[src/rtl/sc_pkg.sv]
package sc_pkg;
    typedef enum logic [2:0] {
        ST_IDLE,
        ST_HEADER,
        ST_TURN,
        ST_RDATA,
        ST_WDATA,
        ST_DONE
    } sc_state_e;
endpackage

[src/rtl/sc_frame_ctrl.sv]
module sc_frame_ctrl
    import sc_pkg::*;
#(
    parameter int DATA_W = 72,
    parameter int ADDR_W = 7
) (
    input  logic clk,
    input  logic rst_n,
    input  logic en,
    input  logic din,
    output logic addr_shift_o,
    output logic wdata_shift_o,
    output logic rd_load_o,
    output logic rd_shift_o,
    output logic rd_drive_o,
    output logic commit_o
);
    localparam int CNT_W = $clog2(DATA_W + 1);

    sc_state_e        state_q, state_d;
    logic [CNT_W-1:0] cnt_q;
    logic             rw_q;
    logic             hdr_last, data_last;

    assign hdr_last  = (cnt_q == CNT_W'(ADDR_W - 1));
    assign data_last = (cnt_q == CNT_W'(DATA_W - 1));

    // next-state logic
    always_comb begin
        state_d = state_q;
        unique case (state_q)
            ST_IDLE:   if (en) state_d = ST_HEADER;
            ST_HEADER: if (hdr_last) state_d = rw_q ? ST_TURN : ST_WDATA;
            ST_TURN:   state_d = ST_RDATA;
            ST_RDATA:  if (data_last) state_d = ST_DONE;
            ST_WDATA:  if (data_last) state_d = ST_DONE;
            ST_DONE:   state_d = ST_DONE;
            default:   state_d = ST_IDLE;
        endcase
        if (!en) state_d = ST_IDLE;
    end

    // state register
    always_ff @(posedge clk or negedge rst_n) begin
        if (!rst_n) state_q <= ST_IDLE;
        else        state_q <= state_d;
    end

    // bit counter restarts on every state change
    always_ff @(posedge clk or negedge rst_n) begin
        if (!rst_n) begin
            cnt_q <= '0;
        end else if (state_d != state_q) begin
            cnt_q <= '0;
        end else if (state_q == ST_HEADER || state_q == ST_RDATA || state_q == ST_WDATA) begin
            cnt_q <= cnt_q + 1'b1;
        end
    end

    // direction flag captured on the opening edge
    always_ff @(posedge clk or negedge rst_n) begin
        if (!rst_n)                        rw_q <= 1'b0;
        else if (state_q == ST_IDLE && en) rw_q <= din;
    end

    // outputs
    always_comb begin
        addr_shift_o  = (state_q == ST_HEADER) && en;
        wdata_shift_o = (state_q == ST_WDATA) && en;
        rd_load_o     = (state_q == ST_TURN) && en;
        rd_shift_o    = (state_q == ST_RDATA) && en;
        rd_drive_o    = (state_q == ST_RDATA);
        commit_o      = (state_q == ST_WDATA) && data_last && en;
    end
endmodule

[src/rtl/sc_shift_path.sv]
module sc_shift_path #(
    parameter int DATA_W = 72,
    parameter int ADDR_W = 7
) (
    input  logic              clk,
    input  logic              rst_n,
    input  logic              din,
    input  logic              addr_shift,
    input  logic              wdata_shift,
    input  logic              rd_load,
    input  logic              rd_shift,
    input  logic              rd_drive,
    input  logic [DATA_W-1:0] rd_value,
    output logic [ADDR_W-1:0] addr_q,
    output logic [DATA_W-1:0] wdata_next,
    output logic              dout
);
    logic [DATA_W-1:0] wsh_q;
    logic [DATA_W-1:0] rsh_q;

    always_ff @(posedge clk or negedge rst_n) begin
        if (!rst_n)          addr_q <= '0;
        else if (addr_shift) addr_q <= {addr_q[ADDR_W-2:0], din};
    end

    always_ff @(posedge clk or negedge rst_n) begin
        if (!rst_n)           wsh_q <= '0;
        else if (wdata_shift) wsh_q <= wdata_next;
    end

    assign wdata_next = {wsh_q[DATA_W-2:0], din};

    always_ff @(posedge clk or negedge rst_n) begin
        if (!rst_n)        rsh_q <= '0;
        else if (rd_load)  rsh_q <= rd_value;
        else if (rd_shift) rsh_q <= {rsh_q[DATA_W-2:0], 1'b0};
    end

    // output launched on the falling edge
    always_ff @(negedge clk or negedge rst_n) begin
        if (!rst_n) dout <= 1'b0;
        else        dout <= rd_drive ? rsh_q[DATA_W-1] : 1'b0;
    end
endmodule

[src/rtl/sc_reg_bank.sv]
module sc_reg_bank #(
    parameter int DATA_W   = 72,
    parameter int ADDR_W   = 7,
    parameter int NUM_CFG  = 4,
    parameter int SEL_ADDR = 16,
    parameter int HIT_ADDR = 17
) (
    input  logic                      clk,
    input  logic                      rst_n,
    input  logic                      wr_en,
    input  logic [ADDR_W-1:0]         addr,
    input  logic [DATA_W-1:0]         wr_data,
    input  logic [DATA_W-1:0]         hit_in,
    output logic [DATA_W-1:0]         rd_data,
    output logic [DATA_W-1:0]         chan_sel,
    output logic [NUM_CFG*DATA_W-1:0] cfg_flat
);
    logic [DATA_W-1:0] cfg_r [NUM_CFG];

    for (genvar gi = 0; gi < NUM_CFG; gi++) begin : g_cfg
        always_ff @(posedge clk or negedge rst_n) begin
            if (!rst_n)                                cfg_r[gi] <= '0;
            else if (wr_en && addr == ADDR_W'(gi))     cfg_r[gi] <= wr_data;
        end
        assign cfg_flat[gi*DATA_W +: DATA_W] = cfg_r[gi];
    end

    always_ff @(posedge clk or negedge rst_n) begin
        if (!rst_n)                                  chan_sel <= '0;
        else if (wr_en && addr == ADDR_W'(SEL_ADDR)) chan_sel <= wr_data;
    end

    always_comb begin
        rd_data = '0;
        for (int i = 0; i < NUM_CFG; i++) begin
            if (addr == ADDR_W'(i)) rd_data = cfg_r[i];
        end
        if (addr == ADDR_W'(SEL_ADDR)) rd_data = chan_sel;
        if (addr == ADDR_W'(HIT_ADDR)) rd_data = hit_in;
    end
endmodule

[src/rtl/sc_serial_slave.sv]
module sc_serial_slave #(
    parameter int DATA_W   = 72,
    parameter int ADDR_W   = 7,
    parameter int NUM_CFG  = 4,
    parameter int SEL_ADDR = 16,
    parameter int HIT_ADDR = 17
) (
    input  logic                      sc_clk,
    input  logic                      rst_n,
    input  logic                      sc_en,
    input  logic                      sc_din,
    output logic                      sc_dout,
    input  logic [DATA_W-1:0]         hit_in,
    output logic [DATA_W-1:0]         chan_sel,
    output logic [NUM_CFG*DATA_W-1:0] cfg_q
);
    logic              addr_shift, wdata_shift, rd_load, rd_shift, rd_drive, wr_commit;
    logic [ADDR_W-1:0] addr_q;
    logic [DATA_W-1:0] wr_data, rd_value;

    sc_frame_ctrl #(.DATA_W(DATA_W), .ADDR_W(ADDR_W)) u_ctrl (
        .clk           (sc_clk),
        .rst_n         (rst_n),
        .en            (sc_en),
        .din           (sc_din),
        .addr_shift_o  (addr_shift),
        .wdata_shift_o (wdata_shift),
        .rd_load_o     (rd_load),
        .rd_shift_o    (rd_shift),
        .rd_drive_o    (rd_drive),
        .commit_o      (wr_commit)
    );

    sc_shift_path #(.DATA_W(DATA_W), .ADDR_W(ADDR_W)) u_shift (
        .clk         (sc_clk),
        .rst_n       (rst_n),
        .din         (sc_din),
        .addr_shift  (addr_shift),
        .wdata_shift (wdata_shift),
        .rd_load     (rd_load),
        .rd_shift    (rd_shift),
        .rd_drive    (rd_drive),
        .rd_value    (rd_value),
        .addr_q      (addr_q),
        .wdata_next  (wr_data),
        .dout        (sc_dout)
    );

    sc_reg_bank #(
        .DATA_W(DATA_W), .ADDR_W(ADDR_W), .NUM_CFG(NUM_CFG),
        .SEL_ADDR(SEL_ADDR), .HIT_ADDR(HIT_ADDR)
    ) u_bank (
        .clk      (sc_clk),
        .rst_n    (rst_n),
        .wr_en    (wr_commit),
        .addr     (addr_q),
        .wr_data  (wr_data),
        .hit_in   (hit_in),
        .rd_data  (rd_value),
        .chan_sel (chan_sel),
        .cfg_flat (cfg_q)
    );
endmodule

[config.mk]
export PLATFORM = sky130hd
export DESIGN_NAME = sc_serial_slave
export DESIGN_NICKNAME = d
export VERILOG_FILES = /design/src/rtl/sc_pkg.sv /design/src/rtl/sc_frame_ctrl.sv /design/src/rtl/sc_shift_path.sv /design/src/rtl/sc_reg_bank.sv /design/src/rtl/sc_serial_slave.sv
export SDC_FILE = /design/constraint.sdc
export NUM_CORES = 1
export LEC_CHECK = 0
export ABC_AREA = 1
export BUFFER_PORTS_ARGS = -buffer_cell sky130_fd_sc_hd__clkbuf_2
export CORE_AREA = 2 2 208 210
export CTS_CLUSTER_SIZE = 12
export DETAILED_ROUTE_END_ITERATION = 10
export DIE_AREA = 0 0 210 212
export GPL_TIMING_DRIVEN = 0
export MAX_ROUTING_LAYER = met4
export PLACE_DENSITY = 0.79
export SKIP_LAST_GASP = 1
export SLEW_MARGIN = 5
export SYNTH_ARGS = -nofsm -noshare
export SYNTH_HDL_FRONTEND = slang
export SYNTH_SLANG_ARGS = --single-unit
[constraint.sdc]
create_clock -name sc_clk -period 2.1 [get_ports sc_clk]
set_clock_uncertainty 0.15 [all_clocks]
set_input_delay 0.42 -clock sc_clk [delete_from_list [all_inputs] [get_ports sc_clk]]
set_output_delay 0.42 -clock sc_clk [all_outputs]
set_load 0.03 [all_outputs]
; ---- Word level (Yosys, flattened, before mapping)
; Cells that the tools add are included.
[word_totals]
regBits = 522
latchBits = 0
mem_bits_rw = 0
mem_bits_ro = 0
inputBits = 76
output_inout_bits = 361
word_cells = 61
mem_count = 0
[op_classes]
addsub = 1
mul = 0
n_div = 0
magnitude_cmp = 0
n_eq_ne = 13
shift = 0
muxes = 16
bitwise = 0
n_reduce_logical = 19
[op_table]
columns = op, count
row1 = two-way mux 72 bit, 8
row2 = one-hot mux 3 bit (5 select lines), 1
row3 = equality test 7 x 2 -> 1 bit (second input constant), 2
row4 = equality test 7 x 5 -> 1 bit (second input constant), 2
row5 = two-way mux 7 bit, 2
row6 = logical AND 1 bit, 12
row7 = two-way mux 3 bit, 4
row8 = adder 7 x 1 -> 7 bit (second input constant), 1
row9 = equality test 7 x 1 -> 1 bit (second input constant), 1
row10 = equality test 7 x 3 -> 1 bit (second input constant), 1
row11 = equality test 7 bit (second input constant), 1
row12 = logical NOT 7 bit, 1
row13 = equality test 3 x 2 -> 1 bit (second input constant), 2
row14 = equality test 3 bit (second input constant), 2
row15 = nonzero test 2 bit, 2
row16 = equality test 3 x 1 -> 1 bit (second input constant), 1
row17 = logical NOT 3 bit, 1
row18 = != test 3 bit, 1
row19 = logical OR 1 bit, 2
row20 = OR reduction 2 bit, 1
row21 = two-way mux 1 bit, 1

; ---- Longest topological paths before layout
[depth]
ltp_word = 8
ltp_mapped = 12
ltp_nobuf = 11

; ---- Hierarchy
; From an unflattened synthesis, not the netlist that was laid out.
[unflattened]
hier_cells = 2842
hier_area_um2 = 23431.2
[modules_own_cells]
columns = mod, n_inst, cells_per_inst, area_each_um2, seq_area_each_um2
row1 = sc_reg_bank, 1, 2045, 16394.5, 9008.6
row2 = sc_shift_path, 1, 686, 6190.9, 3778.6
row3 = sc_frame_ctrl, 1, 111, 845.8, 275.3

==> out/summary.md <==
### Critical path
* **cell at the slowest stage of the critical path** sky130_fd_sc_hd__dfrtn_1
* **Register-to-Register Path Depth** 8
* **worst-path cell chain** buf_8
* **type of the worst setup path** reg2out
* **worst setup path startpoint** u_shift.dout
* **critical path buffer and inverter count** 1
* **setup slack on the worst flop-to-flop path** -0.30 ns
* **Top Family by Delay on Critical Path** flip-flops
* **crit path DAT** 2.19 ns
* **required time at the endpoint of the critical path** 1.53 ns
* **kind of start point of the critical path** flop
* **capturing element type of the critical path** output pin
* **CP max FO** 1
* **startpoint of the lowest-slack register-to-register path** u_ctrl.state_q[1]
* **max incr delay on CP** 0.42 ns
* **endpoint of the lowest-slack register-to-register path** u_shift.wsh_q[70]

### Floorplanning
* **starting density of the core** 54.0%
* **DIE AREA** 44500 um^2
* **count of boundary I/O pins** 437
* **floorplan die height** 212 um
* **standard cell core area** 42500 um^2
* **x dimension of the die** 210 um
* **number of rows in the core area** 76

### Yosys
* **sequential cell area fraction in the yosys report** 56.9%
* **compound-cell area share of the yosys netlist** 11.4%
* **flip-flop and latch count after synthesis** 522
* **Mapped Avg Cell Area** 8.07 um^2
* **Synth warnings** 0
* **post-synthesis share of cell area spent on full adders, half adders and majority gates** 0.109%
* **Post-Syn Instances** 2846
* **dominant cells by area after synthesis** sky130_fd_sc_hd__dfrtp_1 (57%), sky130_fd_sc_hd__nand2_1 (18%), sky130_fd_sc_hd__o21ai_0 (7.4%)
* **Unique masters post-synth** 29
* **main combinational cell family by area after synthesis** simple AND/OR/NAND/NOR gates
* **simple-gate portion of the synthesized area** 25.3%
* **post-synthesis net count** 2924
* **multiplexer fraction of the synthesized cell area** 0.0927%
* **fraction of post-synthesis cell area in the top cell type by area** 56.8%
* **post-synthesis xor/xnor area fraction** 0.229%
* **summed instance area of the synthesized netlist** 23000 um^2
* **biggest area consumer among synthesized cells** sky130_fd_sc_hd__dfrtp_1

### Route
* **aggregate routed wire length** 80.8 mm
* **via count** 22800
* **vias per cell** 5.78
* **residual DRC count** 0
* **routed length per instance** 20.5 um
* **drt pass-1 iters** 6
* **1st-iter DRT viols** 2779
* **post-route antenna net violation count** 0

### Clocking
* **source-to-sink clock delay at the later pin of the worst-skew pair** 0.60 ns
* **CTS tree** yes
* **root buffer selected by CTS** sky130_fd_sc_hd__clkbuf_16
* **number of CTS-inserted buffers** 53
* **largest buffer count on any clock path** 3
* **htree depth** 2
* **Clk pin slew, worst setup/hold paths** 0.06 ns
* **TritonCTS sink count** 522

### GRT
* **largest net degree at the start of global routing** 115
* **initial antenna violation count** 1
* **leftover overflow at the end of global routing** 0
* **vias in the first global route** 21600
* **GRT Total Usage** 36.9%
* **global-route wire length before repair** 123 mm

### Timing
* **setup violators final** 476
* **worst-case headroom to the max-slew limit** 52.5%
* **max-slew violation total from the final report** 0
* **Final Hold Viols** 79
* **Final WS setup** -0.663 ns
* **RSZ-0062 raised after global routing** yes
* **transition at the pin with the smallest max-transition slack** 0.713 ns
* **minimum hold slack** -0.281 ns

### Cells and area
* **final net count** 3450
* **multi-input gate area in the final layout** 8680 um^2
* **share of cells above drive strength 1** 20.0%
* **Final Util** 66.7%
* **Filler Cell Count** 3484
* **synthesis-to-finish area growth** 23.4%
* **area of all sequential standard cells** 13100 um^2

### Place
* **estimated wirelength of the detail-placed design** 55.8 mm
* **Port-buffer cells** 435
* **routability congestion estimate from global placement** 0.920
* **worst slack, placed** -1.40 ns

### Status
* **run status** finished, violations left
* **violated checks** hold timing, setup timing

### Power and ir drop
* **static leakage power** 0.0144 uW
* **peak supply drop** 0.674 mV
* **power density of the placed cells** 760 nW/um^2

### Worst hold path
* **worst min-delay path category** in2async

### Flow run
* **max-cap violations** 0

[metal layers]
layer	vias to the layer above	GRT usage, %	share of wire [%]
met2	1344	58.1	47
li1	10100	-	-
met1	11100	47.7	39
met5	-	-	0
met4	0	15.6	4.4
met3	245	6.37	9.4
[state kept, by name, indices dropped and copies added (netlist names)]
name	cells
u_bank.chan_sel	72
u_bank.cfg_flat	288
u_shift.wsh_q	71
u_shift.dout	1
u_ctrl.state_q	3
u_ctrl.rw_q	1
u_shift.addr_q	7
u_ctrl.cnt_q	7
u_shift.rsh_q	72
[cells in the mapped netlist]
library cell                number
sky130_fd_sc_hd__nand2_1      1110
sky130_fd_sc_hd__o2111ai_1       3
sky130_fd_sc_hd__nand3_1        89
sky130_fd_sc_hd__nor2_4          1
sky130_fd_sc_hd__o21ai_0       338
sky130_fd_sc_hd__nor2_2          3
sky130_fd_sc_hd__nand2_2         6
sky130_fd_sc_hd__xor2_1          5
sky130_fd_sc_hd__xnor2_1         1
sky130_fd_sc_hd__inv_1         169
sky130_fd_sc_hd__nor3_2          1
sky130_fd_sc_hd__a21oi_1        72
sky130_fd_sc_hd__dfrtp_1       521
sky130_fd_sc_hd__dfrtn_1         1
sky130_fd_sc_hd__nand3b_1        1
sky130_fd_sc_hd__mux2i_1         1
sky130_fd_sc_hd__a21boi_0        1
sky130_fd_sc_hd__o21ai_1       103
sky130_fd_sc_hd__buf_2          46
sky130_fd_sc_hd__a31oi_1         1
sky130_fd_sc_hd__a22oi_1         1
sky130_fd_sc_hd__nor3_1         12
sky130_fd_sc_hd__clkbuf_1      127
sky130_fd_sc_hd__nor4_4          2
sky130_fd_sc_hd__inv_2           5
sky130_fd_sc_hd__mux2_2          1
sky130_fd_sc_hd__nor2_1        151
sky130_fd_sc_hd__ha_1            2
sky130_fd_sc_hd__nand4_1        72
[per-stage QoR]
stage          instance area, um^2  cells  TNS (ns)  power, uW
6_report                     28300   3949    -66.38      21500
3_3_place_gp                 25800   3827  -6221.66      12200
5_1_grt                      28300   3949   -105.53      22100
3_5_place_dp                 26000   3834   -487.05      12200
4_1_cts                      28300   3947    -50.20      21500
2_1_floorplan                23000   2846   -0.0526      11300
[logic make-up (layout without fill, tap and decap cells)]
family          Yosys count  after routing
simple gates           1448           1449
flops                   522            522
other cells               0              1
buf+inv                 347            902
fa+ha+maj                 2              2
compound gates          519            519
mux                       2              2
xor+xnor                  6              6
[power by group]
part	switching [uW]	internal [uW]
combinational	1730	581
clock	3950	5110
sequential	60.6	10100
total	5730	15800
[area by class of cell]
class | instances | share of cell area (%)
diodes | 1 | 0.00883
clock buffers | 77 | 5.54
well taps | 546 | 2.41
inverters | 174 | 2.35
repair buffers | 473 | 9.32
multi-input cells | 1978 | 30.6
clock inverters | 8 | 0.155
plain buffers | 170 | 3.46
flip-flops and latches | 522 | 46.1
[what timing repair did]
action,in CTS,in global routing
gates resized for setup,148,26
hold endpoints to repair,79,79
gates cloned,1,0
endpoints found under the setup margin,506,507
pin swaps,10,1
setup buffers,30,1
[cell usage in the layout (no fill, tap or decap), drive strengths merged, types with 2 or more instances in the layout]
master   synthesis  layout
dfrtp          521     521
nor4             2       2
a21oi           72      72
nand3           89      89
nor2           155     155
clkbuf         127     639
xor2             5       5
nor3            13      13
buf             46      81
nand4           72      72
ha               2       2
inv            174     175
clkinv           0       7
nand2         1116    1117
o21ai          441     441
o2111ai          3       3
[worst max path at each step]
| stage | endpoint | slack [ns] | depth (start not counted) |
|---|---|---|---|
| 6_report | sc_dout | -0.66 | 1 |
| 5_1_grt | sc_dout | -0.67 | 1 |
| 4_1_cts | sc_dout | -0.68 | 1 |
| 3_5_place_dp | u_bank.cfg_flat[55] | -1.40 | 8 |
| 3_3_place_gp | u_shift.dout | -11.73 | 1 |
| 2_1_floorplan | sc_dout | -0.05 | 0 |
No activity file was read; power rests on OpenSTA's default activity.
